$ cat config.mk
export PLATFORM = sky130hd
export DESIGN_NAME = spi_page_window
export DESIGN_NICKNAME = d
export VERILOG_FILES = /design/src/rtl/spw_pkg.sv /design/src/rtl/spw_sync.sv /design/src/rtl/spw_shifter.sv /design/src/rtl/spw_frame_ctrl.sv /design/src/rtl/spi_page_window.sv
export SDC_FILE = /design/constraint.sdc
export NUM_CORES = 1
export LEC_CHECK = 0
export CAP_MARGIN = 40
export CELL_PAD_IN_SITES_DETAIL_PLACEMENT = 2
export CELL_PAD_IN_SITES_GLOBAL_PLACEMENT = 2
export CORE_ASPECT_RATIO = 0.75
export CORE_UTILIZATION = 36
export CTS_CLUSTER_SIZE = 12
export DETAILED_ROUTE_END_ITERATION = 6
export PLACE_DENSITY_LB_ADDON = 0.2
export SYNTH_ARGS = -nofsm -noshare
export SYNTH_HDL_FRONTEND = slang
export SYNTH_SLANG_ARGS = --single-unit
$ cat constraint.sdc
create_clock -name clk -period 4.2 [get_ports clk]
set_clock_uncertainty 0.2 [all_clocks]
set_input_delay 0.63 -clock clk [delete_from_list [all_inputs] [get_ports clk]]
set_output_delay 0.63 -clock clk [all_outputs]
set_load 0.1 [all_outputs]
$ cat src/rtl/spw_pkg.sv
package spw_pkg;

    localparam logic [7:0] OFS_PAGE   = 8'hFF;
    localparam logic [7:0] OFS_STATUS = 8'hFE;
    localparam logic [7:0] OFS_WINDOW = 8'hF0;
    localparam logic [6:0] CMD_TAG    = 7'b0110000;
    localparam int         ST_BUSY    = 7;
    localparam int         ST_ACK     = 5;

    typedef enum logic [2:0] {
        FK_NONE,
        FK_PAGE,
        FK_STATUS,
        FK_WINDOW,
        FK_REG
    } frame_kind_t;

    typedef struct packed {
        frame_kind_t kind;
        logic        is_wr;
        logic        cmd_ok;
        logic [7:0]  offset;
    } frame_t;

    function automatic frame_kind_t classify(input logic [7:0] ofs);
        if (ofs == OFS_PAGE)        return FK_PAGE;
        else if (ofs == OFS_STATUS) return FK_STATUS;
        else if (ofs == OFS_WINDOW) return FK_WINDOW;
        else                        return FK_REG;
    endfunction

    function automatic logic [7:0] status_byte(input logic busy, input logic ack);
        logic [7:0] s;
        s = 8'h00;
        s[ST_BUSY] = busy;
        s[ST_ACK]  = ack;
        return s;
    endfunction

endpackage

$ cat src/rtl/spw_sync.sv
module spw_sync #(
    parameter int                STAGES = 2,
    parameter int                WIDTH  = 3,
    parameter logic [WIDTH-1:0]  INIT   = '0
) (
    input  logic             clk,
    input  logic             rst,
    input  logic [WIDTH-1:0] d,
    output logic [WIDTH-1:0] q
);
    logic [STAGES-1:0][WIDTH-1:0] pipe;

    always_ff @(posedge clk) begin
        if (rst) pipe <= {STAGES{INIT}};
        else     pipe <= {pipe[STAGES-2:0], d};
    end

    assign q = pipe[STAGES-1];
endmodule

$ cat src/rtl/spw_shifter.sv
module spw_shifter (
    input  logic       clk,
    input  logic       rst,
    input  logic       sclk_s,
    input  logic       cs_n_s,
    input  logic       mosi_s,
    input  logic       tx_load,
    input  logic [7:0] tx_byte,
    output logic       rx_valid,
    output logic [7:0] rx_byte,
    output logic       cs_fall,
    output logic       cs_rise,
    output logic       tx_msb
);
    logic       sclk_q, cs_q;
    logic [2:0] bit_cnt;
    logic [6:0] rx_sh;
    logic [7:0] tx_sh;
    logic       sclk_rise, sclk_fall;

    assign sclk_rise = sclk_s & ~sclk_q & ~cs_n_s;
    assign sclk_fall = ~sclk_s & sclk_q & ~cs_n_s;
    assign cs_fall   = cs_q & ~cs_n_s;
    assign cs_rise   = ~cs_q & cs_n_s;
    assign tx_msb    = tx_sh[7];

    always_ff @(posedge clk) begin
        if (rst) begin
            sclk_q   <= 1'b0;
            cs_q     <= 1'b1;
            bit_cnt  <= '0;
            rx_sh    <= '0;
            tx_sh    <= '0;
            rx_valid <= 1'b0;
            rx_byte  <= '0;
        end else begin
            sclk_q   <= sclk_s;
            cs_q     <= cs_n_s;
            rx_valid <= 1'b0;
            if (cs_fall || cs_rise) begin
                bit_cnt <= '0;
                tx_sh   <= '0;
            end else begin
                if (sclk_rise) begin
                    bit_cnt <= bit_cnt + 3'd1;
                    rx_sh   <= {rx_sh[5:0], mosi_s};
                    if (bit_cnt == 3'd7) begin
                        rx_valid <= 1'b1;
                        rx_byte  <= {rx_sh, mosi_s};
                    end
                end
                if (tx_load)
                    tx_sh <= tx_byte;
                else if (sclk_fall && bit_cnt != 3'd0)
                    tx_sh <= {tx_sh[6:0], 1'b0};
            end
        end
    end

    a_r10_rx_follows_rise: assert property (@(posedge clk) disable iff (rst)
        rx_valid |-> $past(sclk_rise));
endmodule

$ cat src/rtl/spw_frame_ctrl.sv
module spw_frame_ctrl
    import spw_pkg::*;
#(
    parameter  int NBYTES = 8,
    localparam int WW     = $clog2(NBYTES + 1),
    localparam int IW     = $clog2(NBYTES)
) (
    input  logic                clk,
    input  logic                rst,
    input  logic                cs_fall,
    input  logic                cs_rise,
    input  logic                rx_valid,
    input  logic [7:0]          rx_byte,
    output logic                tx_load,
    output logic [7:0]          tx_byte,
    output logic                req_rd,
    output logic                req_wr,
    output logic [7:0]          req_page,
    output logic [7:0]          req_offset,
    output logic [WW-1:0]       req_width,
    output logic [NBYTES*8-1:0] req_wdata,
    input  logic                rd_ready,
    input  logic [NBYTES*8-1:0] rd_data
);
    frame_t        fr;
    frame_kind_t   rx_kind;
    logic [1:0]    phase;
    logic [7:0]    page_q;
    logic          busy, ack;
    logic [7:0]    fbuf [NBYTES];
    logic [7:0]    wbuf [NBYTES];
    logic [7:0]    rd_bytes [NBYTES];
    logic [NBYTES*8-1:0] wpacked;
    logic [WW-1:0] wcount, rptr;

    assign rx_kind = classify(rx_byte);

    for (genvar i = 0; i < NBYTES; i++) begin : g_lane
        assign rd_bytes[i]       = rd_data[8*i +: 8];
        assign wpacked[8*i +: 8] = wbuf[i];
    end

    always_ff @(posedge clk) begin
        if (rst) begin
            fr         <= '{kind: FK_NONE, is_wr: 1'b0, cmd_ok: 1'b0, offset: 8'h00};
            phase      <= '0;
            page_q     <= '0;
            busy       <= 1'b0;
            ack        <= 1'b0;
            wcount     <= '0;
            rptr       <= '0;
            tx_load    <= 1'b0;
            tx_byte    <= '0;
            req_rd     <= 1'b0;
            req_wr     <= 1'b0;
            req_page   <= '0;
            req_offset <= '0;
            req_width  <= '0;
            req_wdata  <= '0;
            for (int i = 0; i < NBYTES; i++) begin
                fbuf[i] <= '0;
                wbuf[i] <= '0;
            end
        end else begin
            tx_load <= 1'b0;
            req_rd  <= 1'b0;
            req_wr  <= 1'b0;

            if (rd_ready && busy) begin
                for (int i = 0; i < NBYTES; i++) fbuf[i] <= rd_bytes[i];
                busy <= 1'b0;
                ack  <= 1'b1;
            end

            if (cs_fall) begin
                fr     <= '{kind: FK_NONE, is_wr: 1'b0, cmd_ok: 1'b0, offset: 8'h00};
                phase  <= '0;
                wcount <= '0;
                rptr   <= '0;
                for (int i = 0; i < NBYTES; i++) wbuf[i] <= '0;
            end else if (cs_rise) begin
                if (fr.cmd_ok && fr.is_wr && fr.kind == FK_REG && wcount != '0) begin
                    req_wr     <= 1'b1;
                    req_page   <= page_q;
                    req_offset <= fr.offset;
                    req_width  <= wcount;
                    req_wdata  <= wpacked;
                end
            end else if (rx_valid) begin
                tx_load <= 1'b1;
                tx_byte <= 8'h00;
                case (phase)
                    2'd0: begin
                        fr.cmd_ok <= (rx_byte[7:1] == CMD_TAG);
                        fr.is_wr  <= rx_byte[0];
                        phase     <= 2'd1;
                    end
                    2'd1: begin
                        phase     <= 2'd2;
                        fr.offset <= rx_byte;
                        fr.kind   <= fr.cmd_ok ? rx_kind : FK_NONE;
                        if (fr.cmd_ok && !fr.is_wr) begin
                            case (rx_kind)
                                FK_PAGE:   tx_byte <= page_q;
                                FK_STATUS: tx_byte <= status_byte(busy, ack);
                                FK_WINDOW: begin
                                    tx_byte <= fbuf[0];
                                    rptr    <= WW'(1);
                                    ack     <= 1'b0;
                                end
                                FK_REG: begin
                                    if (!busy) begin
                                        req_rd     <= 1'b1;
                                        req_page   <= page_q;
                                        req_offset <= rx_byte;
                                        req_width  <= WW'(NBYTES);
                                        busy       <= 1'b1;
                                        ack        <= 1'b0;
                                    end
                                end
                                default: ;
                            endcase
                        end
                    end
                    default: begin
                        if (fr.is_wr) begin
                            if (fr.kind == FK_PAGE && wcount == '0)
                                page_q <= rx_byte;
                            if (wcount != WW'(NBYTES)) begin
                                wbuf[wcount[IW-1:0]] <= rx_byte;
                                wcount <= wcount + WW'(1);
                            end
                        end else begin
                            case (fr.kind)
                                FK_PAGE:   tx_byte <= page_q;
                                FK_STATUS: tx_byte <= status_byte(busy, ack);
                                FK_WINDOW: begin
                                    if (rptr < WW'(NBYTES)) begin
                                        tx_byte <= fbuf[rptr[IW-1:0]];
                                        rptr    <= rptr + WW'(1);
                                    end
                                end
                                default: ;
                            endcase
                        end
                    end
                endcase
            end
        end
    end

    a_r5_no_req_while_busy: assert property (@(posedge clk) disable iff (rst)
        (busy && $past(busy)) |-> !req_rd);
    a_r4_launch_state: assert property (@(posedge clk) disable iff (rst)
        req_rd |-> (busy && !ack && req_width == WW'(NBYTES)));
    a_r6_answer_clears_busy: assert property (@(posedge clk) disable iff (rst)
        (busy && rd_ready) |=> !busy);
    a_r6_ack_needs_answer: assert property (@(posedge clk) disable iff (rst)
        $rose(ack) |-> $past(rd_ready));
    a_r8_write_after_cs: assert property (@(posedge clk) disable iff (rst)
        req_wr |-> ($past(cs_rise) && req_width != '0 && req_width <= WW'(NBYTES)));
endmodule

$ cat src/rtl/spi_page_window.sv
module spi_page_window #(
    parameter  int DATA_BYTES  = 8,
    parameter  int SYNC_STAGES = 2,
    localparam int WW          = $clog2(DATA_BYTES + 1)
) (
    input  logic                    clk,
    input  logic                    rst,
    input  logic                    spi_sclk,
    input  logic                    spi_cs_n,
    input  logic                    spi_mosi,
    output logic                    spi_miso,
    output logic                    spi_miso_oe,
    output logic                    req_rd,
    output logic                    req_wr,
    output logic [7:0]              req_page,
    output logic [7:0]              req_offset,
    output logic [WW-1:0]           req_width,
    output logic [DATA_BYTES*8-1:0] req_wdata,
    input  logic                    rd_ready,
    input  logic [DATA_BYTES*8-1:0] rd_data
);
    logic [2:0] pins_s;
    logic       rx_valid, cs_fall, cs_rise, tx_load, tx_msb;
    logic [7:0] rx_byte, tx_byte;

    spw_sync #(.STAGES(SYNC_STAGES), .WIDTH(3), .INIT(3'b010)) u_sync (
        .clk (clk),
        .rst (rst),
        .d   ({spi_sclk, spi_cs_n, spi_mosi}),
        .q   (pins_s)
    );

    spw_shifter u_shift (
        .clk      (clk),
        .rst      (rst),
        .sclk_s   (pins_s[2]),
        .cs_n_s   (pins_s[1]),
        .mosi_s   (pins_s[0]),
        .tx_load  (tx_load),
        .tx_byte  (tx_byte),
        .rx_valid (rx_valid),
        .rx_byte  (rx_byte),
        .cs_fall  (cs_fall),
        .cs_rise  (cs_rise),
        .tx_msb   (tx_msb)
    );

    spw_frame_ctrl #(.NBYTES(DATA_BYTES)) u_ctrl (
        .clk        (clk),
        .rst        (rst),
        .cs_fall    (cs_fall),
        .cs_rise    (cs_rise),
        .rx_valid   (rx_valid),
        .rx_byte    (rx_byte),
        .tx_load    (tx_load),
        .tx_byte    (tx_byte),
        .req_rd     (req_rd),
        .req_wr     (req_wr),
        .req_page   (req_page),
        .req_offset (req_offset),
        .req_width  (req_width),
        .req_wdata  (req_wdata),
        .rd_ready   (rd_ready),
        .rd_data    (rd_data)
    );

    assign spi_miso_oe = ~spi_cs_n;
    assign spi_miso    = ~spi_cs_n & tx_msb;
endmodule

# ---- Yosys cells after proc, flatten, opt, wreduce, memory -nomap -nowiden
# Memories as Yosys holds them, arrays and structs flattened. A register that Yosys moved wholly into a read port is not among the register bits.
# Index checks and enable logic that the tools add are counted.
dict set report totals {
  ff_bits 99
  mem_bits_rw 128
  output_inout_bits 88
  mem_count 2
}
# memory depth width rd rd_ports_with_merged_regs wr line_no
set memory_table {}
lappend memory_table {u_ctrl.fbuf 8 8 2 1 8 spw_frame_ctrl.sv:30} ;# logic [7:0] fbuf [NBYTES];
lappend memory_table {u_ctrl.wbuf 8 8 8 8 8 spw_frame_ctrl.sv:31} ;# logic [7:0] wbuf [NBYTES];
dict set report classes {
  addsub 3
  order_cmp 1
  n_eq_ne 20
  n_mux 97
  n_bitwise 38
  reduce_logical 40
}
# operator n
set op_table {}
lappend op_table {{8-bit 2-to-1 mux} 36}
lappend op_table {{4-bit 2-to-1 mux} 12}
lappend op_table {{8-bit one-hot mux with 3 select lines} 2}
lappend op_table {{1-bit 2-to-1 mux} 36}
lappend op_table {{8-bit equality test (second input constant)} 3}
lappend op_table {{3-bit 2-to-1 mux} 7}
lappend op_table {{3-bit AND reduction} 6}
lappend op_table {{1-bit OR} 16}
lappend op_table {{8-bit one-hot mux with 2 select lines} 1}
lappend op_table {{2-bit nonzero test} 8}
lappend op_table {{1-bit NOT} 15}
lappend op_table {{3-bit by 2-bit equality test with 1-bit output (second input constant)} 4}
lappend op_table {{3-bit equality test (second input constant)} 3}
lappend op_table {{3-bit OR reduction} 3}
lappend op_table {{4-bit by 1-bit adder with 4-bit output (second input constant)} 2}
lappend op_table {{4-bit one-hot mux with 2 select lines} 1}
lappend op_table {{8-bit AND reduction} 1}
lappend op_table {{8-bit OR reduction} 1}
lappend op_table {{1-bit AND} 7}
lappend op_table {{7-bit by 6-bit equality test with 1-bit output (second input constant)} 1}
lappend op_table {{1-bit logical AND} 7}
lappend op_table {{7-bit AND reduction} 1}
lappend op_table {{7-bit OR reduction} 1}
lappend op_table {{3-bit by 1-bit equality test with 1-bit output (second input constant)} 2}
lappend op_table {{18 further kinds} 23}

# ---- Logic depth before layout (Yosys ltp)
# Gate-level depths: netlist (run 1).
dict set report logic_depth {
  ltp_word 11
  ltp_mapped 9
  ltp_nobuf 6
}

# ---- Modules after synthesis
# Synthesis (run 1) repeated with hierarchy kept, for this count alone.
dict set report hier_totals {
  cells_unflattened 1138
  hier_area_um2 12167.9
}
# mod instances cells_each area_per_inst_um2
set modules_own_cells {}
lappend modules_own_cells {spw_frame_ctrl 1 982 10621.4}
lappend modules_own_cells {spw_shifter 1 139 1356.3}
lappend modules_own_cells {spw_sync 1 15 180.2}
lappend modules_own_cells {spi_page_window 1 2 10.0}

# ---- Least setup slack after synthesis (run 1)
# No wires, ideal clock.
dict set report synth_timing {
  kind {input port to flip-flop}
  start {input port rst}
  end {memory u_ctrl.fbuf[0][0], enable pin}
  arrival_ps 2719
  slack_ps 849
  path_stages 3
  n_path_buf 2
  cell_sequence {clkbuf_1 -> clkbuf_1 -> nand2b_1}
}
# element line_no
set synth_lines {}
lappend synth_lines {{start, declared} spi_page_window.sv:7} ;# input logic rst,
lappend synth_lines {{end, declared} spw_frame_ctrl.sv:30}

# ---- Final worst setup path (run 1)
dict set report layout_timing {
  start {register u_sync.pipe, in the netlist u_sync.q[1]}
  end {register u_ctrl.req_wdata[37] (netlist: req_wdata[37]) (read register of u_ctrl.wbuf)}
}
dict set report layout_via {
  elab_chain_cells 4
  elab_cells_between_ends 5
  cone_classes {bitwise: 4; reduce/logical: 1}
}
# element line_no
set layout_rtl {}
lappend layout_rtl {{start, declared} spw_sync.sv:11} ;# logic [STAGES-1:0][WIDTH-1:0] pipe;
lappend layout_rtl {{start signal, assigned} spw_sync.sv:14} ;# if (rst) pipe <= {STAGES{INIT}};
lappend layout_rtl {{start signal, assigned} spw_sync.sv:15} ;# else pipe <= {pipe[STAGES-2:0], d};
lappend layout_rtl {{1-bit NOT} spw_shifter.sv:23} ;# assign cs_fall = cs_q & ~cs_n_s;
lappend layout_rtl {{1-bit AND} spw_shifter.sv:23}
lappend layout_rtl {{1-bit NOT (no source line)} n/a}
lappend layout_rtl {{3-bit AND reduction (no source line) (*)} n/a}
lappend layout_rtl {{end, declared} spw_frame_ctrl.sv:21} ;# output logic [NBYTES*8-1:0] req_wdata,
# Every way passes the cells marked *; elsewhere a longest branch is shown, timed or not.
# A chain may end at the register's enable or synchronous reset.

==> impl_metrics.tcl, run 1 <==
set metrics [dict create \
    fin_crit_ns 3.30 \
    required_ns 4.47 \
    ys_warn_count 0 \
    clock_sinks 294 \
    grt_pass1_wl_um 64100 \
    maxCapViolations 0 \
    antenna_found_initial 1 \
    synthToLayoutAreaGrowth_pct 37.8 \
    viasPerCell 5.20 \
    tns_ns 0 \
    wl_um 41900 \
    ys_seq_area_share_pct 59.7 \
    clockRootBuffer "clkbuf_16" \
    p_clk_share_pct 46.5 \
    ys_types 61 \
    hold_class "flop to flop" \
    crit_path_max_incr_delay_ns 0.81 \
    synth-edff-count 128 \
    avgSynthCellArea_um2 10.7 \
    crit_chain "ha_1 -> nor3b_1 -> and3_2 -> buf_12 -> nand2_1 -> a21oi_1" \
    die_x_um 213 \
    cts_tree "yes" \
    timing.final.ws_setup_ns 0.902 \
    switching_share_pct 20.9 \
    clk_path_buf_depth 3 \
    grt_start_max_net_pins 71 \
    seqPwrFrac_pct 50.4 \
    fmax_ghz 0.303 \
    clkSlewWorstSetupHoldPaths_ns 0.07 \
    post_cts_buffers 0 \
    ys_async_sr_fraction_pct 0 \
    start_util_pct 36.9 \
    final_util_pct 50.8 \
    insertion_delay_ns 0.57 \
    tightest_slew_ns 0.857 \
    fin_area_um2 16600 \
    place_congestion 0.764 \
    fin_cells 1814 \
    drv_slew 0 \
    wl_per_cell_um 23.1 \
    ios 158 \
    end_kind "flop" \
    num_vias 9432 \
    firstDrtPassIters 4 \
    finalSetupViolations 0 \
    hold_ws_ns 0.258 \
    drc 0 \
    dp_hpwl_um 28800 \
    pre_cts_ws_ns 0.996 \
    p_switching_mw 1.26 \
    p_int_mw 4.80 \
    syn_inst 1119 \
    worst_path_max_delay_cell "and3_2" \
    antenna-diode-count 0 \
    netlist_area_um2 12000 \
    final_nets 1426 \
    postRouteAntennaNets 0 \
    fin_crit_sh_pct 78.5 \
    max-slew-margin-rel_pct 42.9 \
    core_area_um2 32600 \
    cp-start-kind "flop" \
    status "complete, no violations" \
    power_mw 6.06 \
    critPathArrivalTime_ns 3.57 \
    power.share.combinational_pct 3.1 \
    portBuffers 157 \
    drive_above_1_share_pct 14.5 \
    place_area_um2 15500 \
    ys_ff_latch 294 \
    ir_drop_mv 0.259 \
    crit_type "flop to flop" \
    cts_hold_buf 0 \
    cts.htree.levels 1 \
    leakagePower_nw 6.00 \
    first_iter_violations 488 \
    grt-ovfl-total 0 \
    hold_viol 0 \
    core.rowCount 57 \
    p_per_area_nw_per_um2 366 \
    rsz0062_at_grt "false" \
    cts_made_buffers 31 \
    placed_cells 1757 \
    cp_max_fo 42 \
    track_usage_pct 24.8 \
    grt_pass1_vias 10423 \
    die_height_um 160 \
    synth.net_count 1197 \
    synth_ff_type "dfxtp_1" \
    die-area_um2 34100 \
    cts_resized 0 \
]
==> path summary, 6_finish.rpt <==
path	from	end	slack, ns	cells after the start
min reg2reg	u_ctrl.fr[1]$_SDFFE_PP0P_	u_ctrl.fr[1]$_SDFFE_PP0P_	0.26	2
max reg2reg	u_sync.q[1]$_SDFF_PP1_	req_wdata[37]$_SDFFE_PP0P_	0.90	6
max	u_sync.q[1]$_SDFF_PP1_	req_wdata[37]$_SDFFE_PP0P_	0.90	6
min	u_ctrl.fr[1]$_SDFFE_PP0P_	u_ctrl.fr[1]$_SDFFE_PP0P_	0.26	2
==> state kept, by name, summed over array words and instances, names as in the netlist, 4 cells and up, named ones only <==
name / count
req_wdata: 64
u_ctrl.fbuf: 64
u_ctrl.wbuf: 64
u_ctrl.fr: 13
u_ctrl.page_q: 8
u_ctrl.req_offset: 8
u_ctrl.req_page: 8
u_ctrl.tx_byte: 8
u_shift.rx_byte: 8
u_shift.tx_sh: 8
u_shift.rx_sh: 7
u_ctrl.req_width: 4
u_ctrl.rptr: 4
u_ctrl.wcount: 4
==> worst max-delay path: cells and delay by family, from the launching register on <==
| family | cells | cell delay, ns |
|---|---|---|
| AO/OA/AOI/OAI | 1 | 0.21 |
| adder cells (fa/ha/maj) | 1 | 0.70 |
| buffers and inverters | 1 | 0.31 |
| flip-flops | 1 | 0.48 |
| AND/OR/NAND/NOR | 3 | 1.28 |
==> cells in the mapped netlist, types with 4 or more instances <==
library cell  number  share of area, %
a211oi_1          31               1.9
ha_1               8              0.83
mux4_2            16               3.0
o32ai_1            6              0.44
edfxtp_1         128                32
and2_1           113               5.9
nand3b_1           4              0.25
dfxtp_1          166                28
mux2i_1           38               3.2
a22oi_1            6              0.37
nand2_1          198               6.2
or2_2              4              0.21
nor2b_1           22               1.1
a21oi_1          104               4.3
nor2_1            51               1.6
nor3_1             7              0.29
inv_1             18              0.56
and3_1             5              0.26
clkbuf_1          64               2.0
o21ai_0           11              0.46
nand3_1           20              0.83
a221oi_1           6              0.44
nand2b_1          27               1.4
buf_2             10              0.42
nor3b_1            5              0.31
==> per-layer routing <==
metal	vias up	part of all wire, %	wire [µm]	global-route usage (%)
met1	4860	45	18800	33.7
met2	165	51	21200	42.7
li1	4361	-	-	-
met5	-	0	0	0
met4	0	1.4	579	4.35
met3	46	3.0	1240	3.01
==> layout make-up <==
| type | count | area [µm²] |
|---|---|---|
| inverters | 18 | 67.6 |
| well taps | 442 | 553 |
| flip-flops and latches | 294 | 7170 |
| repair buffers | 273 | 3250 |
| clock inverters | 4 | 73.8 |
| fillers | 3192 | 16000 |
| multi-input cells | 730 | 4480 |
| clock buffers | 53 | 965 |
==> logic make-up after synthesis <==
kind of cell / count (synthesis) / synth area share (%)
flops: 294 / 59.7
fa+ha+maj: 8 / 0.833
mux: 55 / 6.26
buf+inv: 95 / 3.20
compound gates: 187 / 9.84
simple gates: 478 / 20.1
xor+xnor: 2 / 0.146
==> power groups by stage <==
stage / clock, mW / sequential (mW) / combinational (mW)
final: 2.82 / 3.06 / 0.187
after global routing: 2.98 / 3.06 / 0.200
after CTS: 2.87 / 3.06 / 0.191
after detailed placement: 0 / 3.12 / 0.188
after global placement: 0 / 3.11 / 0.181
after floorplan: 0 / 3.11 / 0.0796
==> cell usage in the layout (no fill, tap or decap), drive strengths merged, types with 22 or more instances in the layout <==
cell type / synthesis / final
dfxtp: 166 / 166
nor2b: 22 / 22
clkdlybuf4s50: 0 / 154
nand2b: 27 / 27
clkbuf: 64 / 53
edfxtp: 128 / 128
and2: 113 / 113
nand2: 198 / 198
a211oi: 31 / 31
mux2i: 38 / 38
a21oi: 105 / 105
nor2: 51 / 51
buf: 13 / 119
Power figures use the tool's default switching activity.
==> inputs of run 2 (changes only) <==
--- a/config.mk
+++ b/config.mk
@@ -9,7 +9,7 @@
 export CELL_PAD_IN_SITES_DETAIL_PLACEMENT = 2
 export CELL_PAD_IN_SITES_GLOBAL_PLACEMENT = 2
 export CORE_ASPECT_RATIO = 0.75
-export CORE_UTILIZATION = 36
+export CORE_UTILIZATION = 32
 export CTS_CLUSTER_SIZE = 12
 export DETAILED_ROUTE_END_ITERATION = 6
 export PLACE_DENSITY_LB_ADDON = 0.2
==> constraint.sdc (replaced) <==
create_clock -name clk -period 2.8 [get_ports clk]
set_clock_uncertainty 0.2 [all_clocks]
set_input_delay 0.42 -clock clk [delete_from_list [all_inputs] [get_ports clk]]
set_output_delay 0.42 -clock clk [all_outputs]
set_load 0.1 [all_outputs]
==> impl_metrics.tcl, run 2 (synthesis results as in run 1) <==
set metrics [dict create \
    wl_per_cell_um 20.1 \
    crit_chain "inv_1 -> ha_1 -> nor2_1 -> buf_4 -> nand3_1 -> nor2_1 -> and2_1" \
    p_int_mw 6.85 \
    p_per_area_nw_per_um2 579 \
    fin_crit_sh_pct 89.9 \
    cts.htree.levels 1 \
    reg_top3 "req_wdata x64, u_ctrl.fbuf x64, u_ctrl.wbuf x64" \
    postRouteAntennaNets 0 \
    rsz0062_at_grt "false" \
    place_congestion 0.776 \
    synthToLayoutAreaGrowth_pct 24.8 \
    clk_path_buf_depth 3 \
    cts_tree "yes" \
    post_cts_buffers 0 \
    insertion_delay_ns 0.56 \
    die_height_um 170 \
    power.share.combinational_pct 3.2 \
    seqPwrFrac_pct 52.8 \
    critPathArrivalTime_ns 2.72 \
    ios 158 \
    cts_made_buffers 31 \
    grt_pass1_wl_um 56200 \
    tns_ns 0 \
    drv_slew 0 \
    switching_share_pct 21.1 \
    status "complete, no violations" \
    leakagePower_nw 5.54 \
    max-slew-margin-rel_pct 54.3 \
    clock_sinks 294 \
    fin_cells 1806 \
    drive_above_1_share_pct 16.2 \
    die-area_um2 38300 \
    cp_max_fo 17 \
    clockRootBuffer "clkbuf_16" \
    worst_path_max_delay_cell "nor2_1" \
    antenna_found_initial 1 \
    crit_type "flop to flop" \
    grt_start_max_net_pins 65 \
    fin_crit_ns 2.52 \
    fmax_ghz 0.397 \
    tightest_slew_ns 0.676 \
    crit_path_max_incr_delay_ns 0.51 \
    track_usage_pct 19.1 \
    cts_hold_buf 0 \
    hold_viol 0 \
    dp_hpwl_um 25900 \
    cts_resized 0 \
    first_iter_violations 418 \
    portBuffers 157 \
    crit_family "simple AND/OR/NAND/NOR gates" \
    grt-ovfl-total 0 \
    cp-start-kind "flop" \
    firstDrtPassIters 4 \
    p_switching_mw 1.83 \
    drc 0 \
    cpMostUsedCell "nor2_1" \
    layout_common_cells "198 x nand2_1, 166 x dfxtp_1, 131 x buf_4" \
    p_clk_share_pct 44.0 \
    clkSlewWorstSetupHoldPaths_ns 0.06 \
    num_vias 8776 \
    cp_num_buf_inv 2 \
    viasPerCell 4.86 \
    final_nets 1355 \
    placed_cells 1748 \
    start_util_pct 32.4 \
    finalSetupViolations 0 \
    ir_drop_mv 0.414 \
    wl_um 36400 \
    core_area_um2 37000 \
    required_ns 3.00 \
    hold_class "input pin to flop" \
    die_x_um 226 \
    final_common_cell "nand2_1" \
    core.rowCount 61 \
    end_kind "flop" \
    grt_pass1_vias 9327 \
    maxCapViolations 0 \
]
run 2: power groups by stage:
stage          registers [mW]  clock network, mW  logic (mW)
4_1_cts                  4.58               3.95       0.288
3_5_place_dp             4.68                  0       0.287
5_1_grt                  4.59               4.11       0.303
6_report                 4.58               3.82       0.281
3_3_place_gp             4.67                  0       0.281
2_1_floorplan            4.66                  0       0.120
run 2: final timing paths:
kind | slack [ns] | cells past startpoint | end | from
min | 0.05 | 2 | u_sync.q[2]$_SDFF_PP0_ | rst
max reg2reg | 0.28 | 7 | u_ctrl.wbuf[2][4]$_SDFFCE_PN0P_ | u_sync.q[1]$_SDFF_PP1_
max | 0.28 | 7 | u_ctrl.wbuf[2][4]$_SDFFCE_PN0P_ | u_sync.q[1]$_SDFF_PP1_
min reg2reg | 0.25 | 1 | u_sync.q[1]$_SDFF_PP1_ | u_sync.pipe[1]$_SDFF_PP1_
run 2: routing by layer:
| layer | vias to the layer above | wire length (µm) | global-route usage, % |
|---|---|---|---|
| met5 | - | 0 | 0 |
| met4 | 0 | 635 | 4.50 |
| met3 | 36 | 1200 | 2.84 |
| met2 | 114 | 16500 | 29.5 |
| met1 | 4427 | 18000 | 28.0 |
| li1 | 4199 | - | - |
run 2: cell type report:
class / instances / area [µm²]
inverters: 18 / 67.6
well taps: 504 / 631
flip-flops and latches: 294 / 7170
diodes: 1 / 2.50
fillers: 3895 / 22000
clock inverters: 10 / 73.8
multi-input cells: 730 / 4480
repair buffers: 202 / 1720
clock buffers: 47 / 846
run 2: through the flow:
stage / utilization [%] / area (µm²) / hold slack (ns) / power, mW / setup WS, ns
final: 40.5 / 15000 / 0.0539 / 8.68 / 0.283
after global routing: 40.5 / 15000 / 0.0577 / 9.01 / 0.169
after CTS: 40.5 / 15000 / 0.0340 / 8.82 / 0.312
after detailed placement: 38.0 / 14100 / 0.239 / 4.96 / 0.339
after global placement: 38.0 / 14100 / 0.233 / 4.95 / 0.384
after floorplan: - / 12000 / 0.189 / 4.78 / 0.387
